## src/rtl/ssg_pkg.sv

```systemverilog
package ssg_pkg;
  // Classification of one sample slot
  typedef enum logic [1:0] {
    SMP_IDLE = 2'd0,
    SMP_PASS = 2'd1,
    SMP_FAIL = 2'd2
  } smp_kind_t;

  localparam int unsigned DEF_LINE_LO_V = 122;
  localparam int unsigned DEF_LINE_HI_V = 366;
  localparam int unsigned DEF_THR_LO_MV = 50;
  localparam int unsigned DEF_THR_HI_MV = 100;
endpackage

```

## src/rtl/ssg_sample_timer.sv

```systemverilog
module ssg_sample_timer #(
  parameter int unsigned SAMPLE_DLY = 91
) (
  input  logic clk,
  input  logic rst_n,
  input  logic gate_i,
  output logic strobe_o
);
  localparam int unsigned CW = $clog2(SAMPLE_DLY + 1);

  logic          gate_q;
  logic [CW-1:0] cnt_q, cnt_d;

  // next state: cnt counts cycles since the rising edge; 0 means idle
  always_comb begin
    cnt_d = cnt_q;
    if (!gate_i)                      cnt_d = '0;
    else if (!gate_q)                 cnt_d = CW'(1);
    else if (cnt_q == CW'(SAMPLE_DLY)) cnt_d = '0;
    else if (cnt_q != '0)             cnt_d = cnt_q + CW'(1);
  end

  assign strobe_o = gate_i && gate_q && (cnt_q == CW'(SAMPLE_DLY));

  always_ff @(posedge clk or negedge rst_n) begin
    if (!rst_n) begin
      gate_q <= 1'b0;
      cnt_q  <= '0;
    end else begin
      gate_q <= gate_i;
      cnt_q  <= cnt_d;
    end
  end

  // at most one sample per on-pulse
  assert_single_strobe_R2: assert property (@(posedge clk) disable iff (!rst_n)
    strobe_o |=> !strobe_o);
endmodule

```

## src/rtl/ssg_line_threshold.sv

```systemverilog
module ssg_line_threshold #(
  parameter int unsigned LINE_W = 9,
  parameter int unsigned MV_W   = 10,
  parameter int unsigned LO_V   = 122,
  parameter int unsigned HI_V   = 366,
  parameter int unsigned LO_MV  = 50,
  parameter int unsigned HI_MV  = 100
) (
  input  logic [LINE_W-1:0] line_i,
  output logic [MV_W-1:0]   thr_o
);
  localparam int unsigned SPAN_V  = HI_V - LO_V;
  localparam int unsigned SPAN_MV = HI_MV - LO_MV;
  localparam int unsigned PROD_W  = LINE_W + $clog2(SPAN_MV + 1);

  logic [LINE_W-1:0] offs;
  logic [PROD_W-1:0] prod;
  logic [PROD_W-1:0] quot;

  always_comb begin
    offs = line_i - LINE_W'(LO_V);
    prod = PROD_W'(offs) * PROD_W'(SPAN_MV);
    quot = prod / PROD_W'(SPAN_V);
    if (line_i <= LINE_W'(LO_V))      thr_o = MV_W'(LO_MV);
    else if (line_i >= LINE_W'(HI_V)) thr_o = MV_W'(HI_MV);
    else                              thr_o = MV_W'(LO_MV) + MV_W'(quot);
  end
endmodule

```

## src/rtl/ssg_run_counter.sv

```systemverilog
module ssg_run_counter
  import ssg_pkg::*;
#(
  parameter int unsigned RUN_LEN = 11,
  parameter int unsigned MV_W    = 10
) (
  input  logic            clk,
  input  logic            rst_n,
  input  logic            strobe_i,
  input  logic [MV_W-1:0] sense_i,
  input  logic [MV_W-1:0] thr_i,
  output logic            fault_o
);
  localparam int unsigned RW = $clog2(RUN_LEN + 1);

  smp_kind_t     kind;
  logic [RW-1:0] run_q, run_d;
  logic          run_en;
  logic          fault_q, fault_d;

  always_comb begin
    kind = SMP_IDLE;
    if (strobe_i) kind = (sense_i < thr_i) ? SMP_FAIL : SMP_PASS;
    run_en  = (kind != SMP_IDLE) && !fault_q;
    run_d   = (kind == SMP_FAIL) ? run_q + RW'(1) : '0;
    fault_d = fault_q || ((kind == SMP_FAIL) && (run_q == RW'(RUN_LEN - 1)));
  end

  always_ff @(posedge clk or negedge rst_n) begin
    if (!rst_n) begin
      run_q   <= '0;
      fault_q <= 1'b0;
    end else begin
      if (run_en) run_q <= run_d;
      fault_q <= fault_d;
    end
  end

  assign fault_o = fault_q;

  assert_run_bounded_R3: assert property (@(posedge clk) disable iff (!rst_n)
    run_q <= RW'(RUN_LEN));
  assert_fault_from_fail_R3: assert property (@(posedge clk) disable iff (!rst_n)
    $rose(fault_q) |-> $past(kind == SMP_FAIL));
  assert_pass_clears_run_R4: assert property (@(posedge clk) disable iff (!rst_n)
    (kind == SMP_PASS && !fault_q) |=> (run_q == '0));
  assert_fault_sticky_R8: assert property (@(posedge clk) disable iff (!rst_n)
    fault_q |=> fault_q);
endmodule

```

## src/rtl/sense_short_guard.sv

```systemverilog
module sense_short_guard
  import ssg_pkg::*;
#(
  parameter int unsigned SAMPLE_DLY = 91,
  parameter int unsigned RUN_LEN    = 11,
  parameter int unsigned LINE_W     = 9,
  parameter int unsigned MV_W       = 10,
  parameter int unsigned LINE_LO_V  = DEF_LINE_LO_V,
  parameter int unsigned LINE_HI_V  = DEF_LINE_HI_V,
  parameter int unsigned THR_LO_MV  = DEF_THR_LO_MV,
  parameter int unsigned THR_HI_MV  = DEF_THR_HI_MV
) (
  input  logic              clk,
  input  logic              rst_n,
  input  logic              gate_i,
  input  logic [MV_W-1:0]   sense_mv_i,
  input  logic [LINE_W-1:0] line_v_i,
  output logic              gate_o,
  output logic              fault_o
);
  logic            strobe;
  logic [MV_W-1:0] thr;
  logic            fault;

  ssg_sample_timer #(.SAMPLE_DLY(SAMPLE_DLY)) u_timer (
    .clk(clk), .rst_n(rst_n), .gate_i(gate_i), .strobe_o(strobe)
  );

  ssg_line_threshold #(
    .LINE_W(LINE_W), .MV_W(MV_W), .LO_V(LINE_LO_V), .HI_V(LINE_HI_V),
    .LO_MV(THR_LO_MV), .HI_MV(THR_HI_MV)
  ) u_thr (
    .line_i(line_v_i), .thr_o(thr)
  );

  ssg_run_counter #(.RUN_LEN(RUN_LEN), .MV_W(MV_W)) u_run (
    .clk(clk), .rst_n(rst_n), .strobe_i(strobe), .sense_i(sense_mv_i),
    .thr_i(thr), .fault_o(fault)
  );

  // shutdown takes effect in the same cycle the fault register is set
  assign gate_o  = gate_i && !fault;
  assign fault_o = fault;

  assert_thr_in_range_R7: assert property (@(posedge clk) disable iff (!rst_n)
    (thr >= MV_W'(THR_LO_MV)) && (thr <= MV_W'(THR_HI_MV)));
endmodule

```

## config.mk

```make
export PLATFORM = sky130hd
export DESIGN_NAME = sense_short_guard
export DESIGN_NICKNAME = d
export VERILOG_FILES = /design/src/rtl/ssg_pkg.sv /design/src/rtl/ssg_sample_timer.sv /design/src/rtl/ssg_line_threshold.sv /design/src/rtl/ssg_run_counter.sv /design/src/rtl/sense_short_guard.sv
export SDC_FILE = /design/constraint.sdc
export NUM_CORES = 1
export LEC_CHECK = 0
export BUFFER_PORTS_ARGS = -buffer_cell sky130_fd_sc_hd__buf_2
export CORE_ASPECT_RATIO = 1.25
export CORE_UTILIZATION = 45
export CTS_CLUSTER_DIAMETER = 150
export DETAILED_ROUTE_END_ITERATION = 12
export GPL_ROUTABILITY_DRIVEN = 0
export HOLD_SLACK_MARGIN = 0.08
export PLACE_DENSITY = 0.69
export SLEW_MARGIN = 5
export SYNTH_ARGS = -nofsm -noshare
export SYNTH_HDL_FRONTEND = slang
export SYNTH_SLANG_ARGS = --single-unit
```

## constraint.sdc

```tcl
create_clock -name clk -period 4.7 [get_ports clk]
set_input_delay 0.235 -clock clk [delete_from_list [all_inputs] [get_ports clk]]
set_output_delay 0.235 -clock clk [all_outputs]
set_load 0.05 [all_outputs]
```

# --- After elaboration in Yosys (flattened, before gate mapping) ---
# Index checks and enable logic that the tools add are counted.
word_totals:
  register_bits: 13
  inputBits: 22
  output_inout_bits: 2
  word_cells: 35
classes:
  n_addsub: 4
  mul: 1
  div_mod_pow: 1
  magnitude_cmp: 3
  n_eq_ne: 4
  mux: 9
  reduce_logical: 9
op_table:
  columns: ["operator", "count"]
  rows:
  - ["2-to-1 mux 7 bit", 4]
  - ["2-to-1 mux 10 bit", 2]
  - ["divider 15 x 8 -> 15 bit (second input constant)", 1]
  - ["multiplier 9 x 5 -> 14 bit (second input constant)", 1]
  - ["adder 6 x 10 -> 10 bit (first input constant)", 1]
  - ["< comparator 10 bit", 1]
  - ["greater-or-equal comparator 9 bit (second input constant)", 1]
  - ["<= comparator 9 x 7 -> 1 bit (second input constant)", 1]
  - ["subtractor 9 x 7 -> 9 bit (second input constant)", 1]
  - ["adder 7 x 1 -> 7 bit (second input constant)", 1]
  - ["equality test 7 bit (second input constant)", 1]
  - ["nonzero test 7 bit", 1]
  - ["logical AND 1 bit", 5]
  - ["adder 4 x 1 -> 4 bit (second input constant)", 1]
  - ["equality test 4 bit (second input constant)", 1]
  - ["2-to-1 mux 2 bit", 2]
  - ["2-to-1 mux 4 bit", 1]
  - ["!= test 4 bit (second input constant)", 1]
  - ["equality test 2 bit (second input constant)", 1]
  - ["nonzero test 2 bit", 1]
  - ["zero test 1 bit", 1]
  - ["logical OR 1 bit", 1]

# --- Depth between registers and ports, before layout ---
# Gate-level depths: netlist of the first run.
logic_depth:
  word_depth: 12
  depth_mapped: 55
  depth_no_buf: 47

# --- Modules after synthesis ---
# Synthesis of the first run repeated with hierarchy kept, for this count alone.
hier_totals:
  hier_cells: 707
  hier_area_um2: 5416.4
by_module_without_submodules:
  columns: ["module", "n_inst", "cells_each", "area_each_um2", "seq_area_each_um2"]
  rows:
  - ["ssg_line_threshold", 1, 603, 4403.0, 0.0]
  - ["ssg_run_counter", 1, 55, 534.3, 125.1]
  - ["ssg_sample_timer", 1, 48, 465.4, 200.2]
  - ["sense_short_guard", 1, 1, 13.8, 0.0]

# --- Least setup slack after synthesis of the first run ---
# No wires, ideal clock.
synth_path:
  path_type: "input-to-reg"
  startpoint: "input port line_v_i[1]"
  endpoint: "register u_run.run_q[2]"
  setup_time_ns: 0.104
  t_arrival_ns: 10.035
  t_required_ns: 4.596
  setup_slack_ns: -5.439
  path_stages: 47
  n_path_buf: 5
  path_cell_list: "inv_1 -> ha_1 -> nor3_1 -> xnor2_1 -> ha_1 -> ha_1 -> ha_1 -> ha_1 -> buf_2 -> a211o_1 -> o211a_2 -> o21a_1 -> a211o_1 -> buf_2 -> nand4_1 -> buf_2 -> mux2_4 -> a211o_1 -> [... 11 more ...] -> o31a_1 -> or4_4 -> nand3_2 -> a211oi_2 -> nor3_1 -> nor2_2 -> inv_2 -> ha_1 -> a21oi_1 -> a21oi_1 -> o21ai_0 -> ha_1 -> a21o_1 -> a211oi_1 -> o211ai_1 -> a21oi_1 -> nand2_1 -> o311ai_1"
synth_between:
  elab_chain_len: 11
  elab_cells_between_ends: 15
  cone_classes: "add/sub (2); mul (1); div (1); order compare (3); eq/ne (1); mux (5); reduce/logical (2)"
synth_rtl:
  columns: ["element", "line_no", "source"]
  rows:
  - ["from (decl)", "sense_short_guard.sv:17", "input logic [LINE_W-1:0] line_v_i,"]
  - ["subtractor 9 x 7 -> 9 bit", "ssg_line_threshold.sv:21", "offs = line_i - LINE_W'(LO_V);"]
  - ["multiplier 9 x 5 -> 14 bit", "ssg_line_threshold.sv:22", "prod = PROD_W'(offs) * PROD_W'(SPAN_MV);"]
  - ["divider 15 x 8 -> 15 bit", "ssg_line_threshold.sv:23", "quot = prod / PROD_W'(SPAN_V);"]
  - ["adder 6 x 10 -> 10 bit", "ssg_line_threshold.sv:26", "else thr_o = MV_W'(LO_MV) + MV_W'(quot);"]
  - ["2-to-1 mux 10 bit", "ssg_line_threshold.sv:25", "else if (line_i >= LINE_W'(HI_V)) thr_o = MV_W'(HI_MV);"]
  - ["2-to-1 mux 10 bit (*)", "ssg_line_threshold.sv:24", "if (line_i <= LINE_W'(LO_V)) thr_o = MV_W'(LO_MV);"]
  - ["< comparator 10 bit (*)", "ssg_run_counter.sv:23", "if (strobe_i) kind = (sense_i < thr_i) ? SMP_FAIL : SMP_PASS;"]
  - ["2-to-1 mux 2 bit (*) (2 in series)", "ssg_run_counter.sv:23", null]
  - ["equality test 2 bit or nonzero test 2 bit (tied branches)", "ssg_run_counter.sv:25, ssg_run_counter.sv:24", null]
  - ["2-to-1 mux 4 bit or logical AND 1 bit (tied branches)", "ssg_run_counter.sv:25, ssg_run_counter.sv:24", null]
  - ["to (signal assigned)", "ssg_run_counter.sv:34", "if (run_en) run_q <= run_d;"]
  - ["to (decl)", "ssg_run_counter.sv:17", "logic [RW-1:0] run_q, run_d;"]
# Mark *: on every way between the ends. The rest lies on a longest branch, timed or not.
# A chain may end at the register's enable or synchronous reset.

# --- Worst setup path after layout of the first run ---
# Ends and elaborated chain as after synthesis.

==> key figures, run 1 <==
Critical path
  • CP max-delay cell: or4_4
  • Arrival time of the worst setup path: 10.76 ns
  • CP max stage delay: roughly 0.6 ns
  • Crit Path Category: input port to flip-flop
  • Startpoint Class: input port
  • CP endpoint kind: flip-flop
  • CP Data Required Time: 4.80 ns
  • CP dominant cell by count: buf_4
  • Worst Path Max Fanout: 11

Floorplanning
  • Die footprint: 12100 um^2
  • Die width: 98.7 um
  • I/O pin count: 24
  • Row count: 43
  • Core region area: about 11000 um^2
  • Initial Utilization: a little under half
  • Die Y: 123 um

Yosys
  • Sequential fraction of the synthesis area: 6.19%
  • FFs w/ async S/R, synth: between 90% and 100%
  • Number of flops mapped to enable cells by yosys: 0
  • Mapped Area: 5260 um^2
  • Mean Syn Cell Area: 7.30 um^2
  • Synth Net Count: 797
  • Main flop type after synthesis: dfrtp_1
  • FF+latch count, synth: 13
  • Synth unique cells: 107
  • Synth warn: 0
  • Synth Instances: 720

Timing
  • RSZ-0062 raised after global routing: yes
  • Final setup violation count: 5
  • Post-route minimum period: 10.66 ns
  • Final Hold Fails: 0
  • Relative slew slack: 33.2%
  • Final Worst Setup Slack: -5.96 ns
  • Max-slew violations: 0
  • Fmax: 0.0938 GHz
  • Worst Tran Pin Value: 0.997 ns
  • Post-Route Skew: 0.00465 ns
  • Fin crit share: 227%
  • Hold Slack: about 0.15 ns

Finish
  • Final #Nets: about 1100
  • Area growth syn-to-layout: 71.2%
  • Most common cell after layout, fill and taps aside: buf_4
  • Most frequent cells in the layout: 324 x buf_4, 74 x nand2_1, 60 x nor2_1
  • Layout cell share with drive strength beyond 1: 49.9%
  • ANT cells: 0

GRT
  • Initial antenna violation count: 0
  • Largest net degree at the start of global routing: 15
  • First-pass GRT wire length: 36900 um
  • Vias in the first global route: ~7800
  • Global route overflow: 0
  • Total track usage: 37.2%

CTS
  • Clk root buf: clkbuf_16
  • Clock buffer depth: 2
  • CTS tree: yes
  • CTS clk-pin slew, worst paths: 0.05 ns
  • Clk_lat worst skew: 0.24 ns
  • Num CTS Buffers: 3
  • H-tree depth: 1
  • CTS Sinks: 13

Placement
  • Port Buffers: 23
  • DP Wirelength: 15200 um

Outcome
  • Failing checks: negative setup slack
  • Status: finished, violations left

Route
  • Vias per inst: about 7
  • Initial drt markers: 932
  • Post-route ant nets: 0
  • Final wirelength: between 20000 and 30000 um
  • Remaining DRCs: 0
  • WL/cell: roughly 23 um
  • TritonRoute pass-1 iters: 8
  • Vias after detailed routing: 8324

Worst hold path
  • Hold Crit Class: input port to flip-flop

Flow run
  • Number of max-cap violations: 0
==> per-stage QoR <==
| stage | instances | area (um^2) | utilization [%] | worst slack, ns | TNS, ns |
|---|---|---|---|---|---|
| 6_report | 1188 | 9000 | 80.0 | -5.96 | -29.65 |
| 3_3_place_gp | 1122 | 7620 | 67.8 | -5.60 | -27.91 |
| 3_5_place_dp | 1122 | 7620 | 67.8 | -6.15 | -30.61 |
| 4_1_cts | 1179 | 8720 | 77.5 | -4.99 | -24.86 |
| 5_1_grt | 1188 | 9000 | 80.0 | -6.20 | -30.64 |
| 2_1_floorplan | 720 | 5460 | - | -5.12 | -25.51 |
==> synth_stat cells, drive strengths merged, types with 7 or more instances <==
cell type  count  area, um^2
nand2         79         299
nor2          67         259
ha            51         638
a21oi         45         255
o21ai         41         216
nand3         28         145
xnor2         28         253
inv           27         101
nor3          26         163
buf           18         103
nand4         18         119
a21o          16         120
a211oi        15         133
xor2          15         139
dfrtp         13         325
o211ai        13         103
a31oi         12        81.3
clkbuf        11        42.5
o31ai         10         100
a211o          9        78.8
and2           9        56.3
a41oi          8        70.1
and3           8        55.1
or3            8        55.1
or4            8        67.6
a31o           7        70.1
and4           7        61.3
nand2b         7        43.8
==> final cells by class <==
cell class              count  area [um^2]
repair buffers            358         2690
flip-flops and latches     13          325
clock buffers               4         78.8
well taps                 135          169
inverters                  27          105
multi-input cells         651         5630
fillers                   580         2250
==> cell families (layout without fill, tap and decap cells) <==
family | Yosys count | after routing | synth area share, %
XOR/XNOR | 43 | 43 | 7.45
multiplexers | 10 | 10 | 2.24
buffers and inverters | 56 | 389 | 4.69
AND/OR/NAND/NOR | 287 | 287 | 28.2
other | 1 | 1 | 0.0713
flip-flops | 13 | 13 | 6.19
adder cells (fa/ha/maj) | 56 | 56 | 13.9
AO/OA/AOI/OAI | 254 | 254 | 37.3
==> final timing paths <==
kind,startpoint,end,slack (ns),depth (start not counted)
worst min-delay path,gate_i,u_timer.gate_q$_DFF_PN0_,0.15,1
worst max register to register,u_timer.cnt_q[0]$_DFFE_PN0P_,u_run.run_q[2]$_DFFE_PN0P_,2.72,7
min in group asynchronous,rst_n,u_run.run_q[1]$_DFFE_PN0P_,0.41,2
max in group asynchronous,rst_n,u_timer.cnt_q[4]$_DFFE_PN0P_,4.06,2
worst min register to register,u_timer.gate_q$_DFF_PN0_,u_timer.cnt_q[0]$_DFFE_PN0P_,0.50,1
worst max-delay path,line_v_i[1],u_run.run_q[2]$_DFFE_PN0P_,-5.96,48
==> timing repair <==
item                                   in CTS  in global routing
buffers inserted                           52                 10
hold buffers                                1                  0
resized for setup                         108                 34
pin swaps                                  64                 27
setup endpoints to repair                   5                  5
endpoints found under the hold margin      13                  0
==> worst max-delay path, delay by kind of cell <==
| family | cells | cell delay (ns) |
|---|---|---|
| AO/OA/AOI/OAI | 19 | 3.97 |
| XOR/XNOR | 3 | 0.58 |
| adder cells (fa/ha/maj) | 5 | 1.69 |
| buffers and inverters | 9 | 1.16 |
| AND/OR/NAND/NOR | 12 | 3.09 |
==> sequential cells by signal, summed over array words and instances (netlist names) <==
signal,count
u_run.fault_o,1
u_timer.gate_q,1
u_run.run_q,4
u_timer.cnt_q,7
==> per-layer routing <==
layer	global-route usage, %	wire length [um]	vias to the layer above
met3	4.95	2510	307
met2	69.6	12800	727
met1	39.5	9120	3840
met5	0	0	-
met4	23.3	2700	0
li1	-	-	3450
Power of run 1 is not shown: default switching activity piles up to over one toggle a cycle in this logic, so the estimate is an artifact.
==> inputs of run 2 (changes only) <==
Settings changed: SKIP_LAST_GASP set to 1.
==> run 2 against run 1 <==
Effect of this change:
- the flow still finishes with violations (negative setup slack)
- count of clock-buffer cells in the layout did not move
- first-iteration DRC count rose by 7.6%
- final area rose by 0.40%
- global-route usage fell by 0.28 points
- cell count rose by 0.34%
- wire length rose by 2.6%
- critical endpoint is now u_run.run_q[3]$_DFFE_PN0P_
- largest cell class unchanged
- highest routed layer unchanged
==> key figures, run 2 (synthesis gave the netlist of run 1 again) <==
Outcome
  • Status: finished, violations left (unchanged)
  • Failing checks: negative setup slack (unchanged)

Critical path
  • Buf/Inv on CP: 13 (was 9)
  • Startpoint Class: input port (unchanged)
  • CP max stage delay: 0.53 ns (was 0.61 ns)
  • Top Family by Delay on Critical Path: compound AO/OA/AOI/OAI gates (unchanged)
  • Critical Path Source: line_v_i[1] (unchanged)
  • Critical path depth: 53 (was 48)
  • Arrival time of the worst setup path: 10.84 ns (was 10.76 ns)
  • Reg2reg path depth: 6 (was 7)
  • R2R Path End: u_run.run_q[3]$_DFFE_PN0P_ (was u_run.run_q[2]$_DFFE_PN0P_)
  • Crit path capture: u_run.run_q[3]$_DFFE_PN0P_ (was u_run.run_q[2]$_DFFE_PN0P_)
  • CP max-delay cell: a311oi_4 (was or4_4)
  • CP endpoint kind: flip-flop (unchanged)
  • Worst Path Max Fanout: 6 (was 11)
  • CP Data Required Time: 4.81 ns (was 4.80 ns)
  • R2R setup slack: 2.72 ns (about the same)
  • Crit Path Category: input port to flip-flop (unchanged)
  • CP dominant cell by count: buf_4 (unchanged)
  • RR Startpoint: u_timer.cnt_q[1]$_DFFE_PN0P_ (was u_timer.cnt_q[0]$_DFFE_PN0P_)

Finish
  • Area growth syn-to-layout: 71.8% (was 71.2%)
  • Layout cell share with drive strength beyond 1: 50.3% (was 49.9%)
  • Most frequent cells in the layout: 327 x buf_4, 74 x nand2_1, 59 x nor2_1 (was 324 x buf_4, 74 x nand2_1, 60 x nor2_1)
  • Reg with most FFs: u_timer.cnt_q (unchanged)
  • Max reg flops: 7 (unchanged)
  • Largest regs: u_timer.cnt_q (7), u_run.run_q (4) (unchanged)
  • Most common cell after layout, fill and taps aside: buf_4 (unchanged)
  • Final #Nets: 1135 (was 1131)
  • Fillers: 566 (was 580)
  • ANT cells: 0 (unchanged)

Placement
  • DP Wirelength: 15200 um (unchanged)
  • Port Buffers: 23 (unchanged)

Timing
  • Relative slew slack: 39.7% (was 33.2%)
  • Worst Tran Pin Value: 0.899 ns (was 0.997 ns)
  • Post-Route Skew: 0.00325 ns (was 0.00465 ns)
  • RSZ-0062 raised after global routing: yes (unchanged)
  • Post-route minimum period: 10.74 ns (was 10.66 ns)
  • Final Worst Setup Slack: -6.04 ns (was -5.96 ns)
  • Final setup TNS: -30.02 ns (was -29.65 ns)
  • Max-slew violations: 0 (unchanged)
  • Fmax: 0.0931 GHz (was 0.0938 GHz)
  • Final setup violation count: 5 (unchanged)
  • Final Hold Fails: 0 (unchanged)
  • Fin crit share: 228% (was 227%)

Floorplanning
  • Row count: 43 (unchanged)
  • Die footprint: 12100 um^2 (unchanged)
  • I/O pin count: 24 (unchanged)
  • Core region area: 11200 um^2 (unchanged)
  • Initial Utilization: 46.8% (unchanged)
  • Die width: 98.7 um (unchanged)
  • Die Y: 123 um (unchanged)

GRT
  • Initial antenna violation count: 0 (unchanged)
  • Largest net degree at the start of global routing: 15 (unchanged)
  • First-pass GRT wire length: 36600 um (was 36900 um)
  • Vias in the first global route: 7764 (was 7794)
  • Global route overflow: 0 (unchanged)
  • Total track usage: 36.9% (was 37.2%)

Worst hold path
  • Hold Crit Depth: 1 (unchanged)
  • Hold Crit Class: input port to flip-flop (unchanged)

Route
  • Initial drt markers: 1003 (was 932)
  • Final wirelength: 27800 um (was 27100 um)
  • Vias after detailed routing: 8419 (was 8324)
  • Vias per inst: 7.06 (was 7.01)
  • Remaining DRCs: 0 (unchanged)
  • Post-route ant nets: 0 (unchanged)
  • TritonRoute pass-1 iters: 10 (was 8)
  • WL/cell: 23.3 um (was 22.8 um)

CTS
  • CTS tree: yes (unchanged)
  • Num CTS Buffers: 3 (unchanged)
  • Clock buffer depth: 2 (unchanged)
  • CTS Sinks: 13 (unchanged)
  • H-tree depth: 1 (unchanged)
  • CTS clk-pin slew, worst paths: 0.04 ns (was 0.05 ns)
  • Clk_lat worst skew: 0.24 ns (about the same)
  • Clk root buf: clkbuf_16 (unchanged)

Flow run
  • Number of max-cap violations: 0 (unchanged)
run 2: timing repair:
action                                  in CTS  in global routing
setup buffers                               52                 15
endpoints found under the setup margin       5                  5
hold buffers                                 1                  0
pin swaps                                   63                 27
gates resized for setup                    107                 39
endpoints found under the hold margin       13                  0
cloned                                       0                  0
run 2: metal layers:
layer	vias up	routed length (um)	GRT usage (%)
met5	-	0	0
met4	0	3010	22.6
met3	359	2890	4.90
met2	808	12800	69.5
met1	3790	9080	39.1
li1	3462	-	-
run 2: through the flow:
step / hold WS [ns] / cell area, um^2 / utilization [%] / instances / worst slack [ns]
after global placement: 0.124 / 7620 / 67.8 / 1122 / -5.60
after floorplan: -0.0606 / 5460 / - / 720 / -5.12
after CTS: 0.154 / 8710 / 77.5 / 1179 / -5.00
after global routing: 0.158 / 9030 / 80.3 / 1192 / -6.89
final: 0.153 / 9030 / 80.3 / 1192 / -6.04
after detailed placement: 0.137 / 7620 / 67.8 / 1122 / -6.15
run 2: final cells by class:
class	count	area [um^2]	share of cell area (%)
inverter	27	105	1.16
clock buffer	4	78.8	0.872
multi-input combinational	651	5640	62.4
sequential	13	325	3.60
timing repair buffer	362	2720	30.1
tap	135	169	1.87
run 2: worst min path at each step:
stage                 from  slack [ns]                            to
finish              gate_i        0.15      u_timer.gate_q$_DFF_PN0_
global route        gate_i        0.16      u_timer.gate_q$_DFF_PN0_
CTS                 gate_i        0.15      u_timer.gate_q$_DFF_PN0_
detailed placement   rst_n        0.14  u_timer.cnt_q[5]$_DFFE_PN0P_
global placement     rst_n        0.12  u_timer.cnt_q[6]$_DFFE_PN0P_
floorplan            rst_n       -0.06       u_run.fault_o$_DFF_PN0_
Power of run 2 is left out for the same reason.
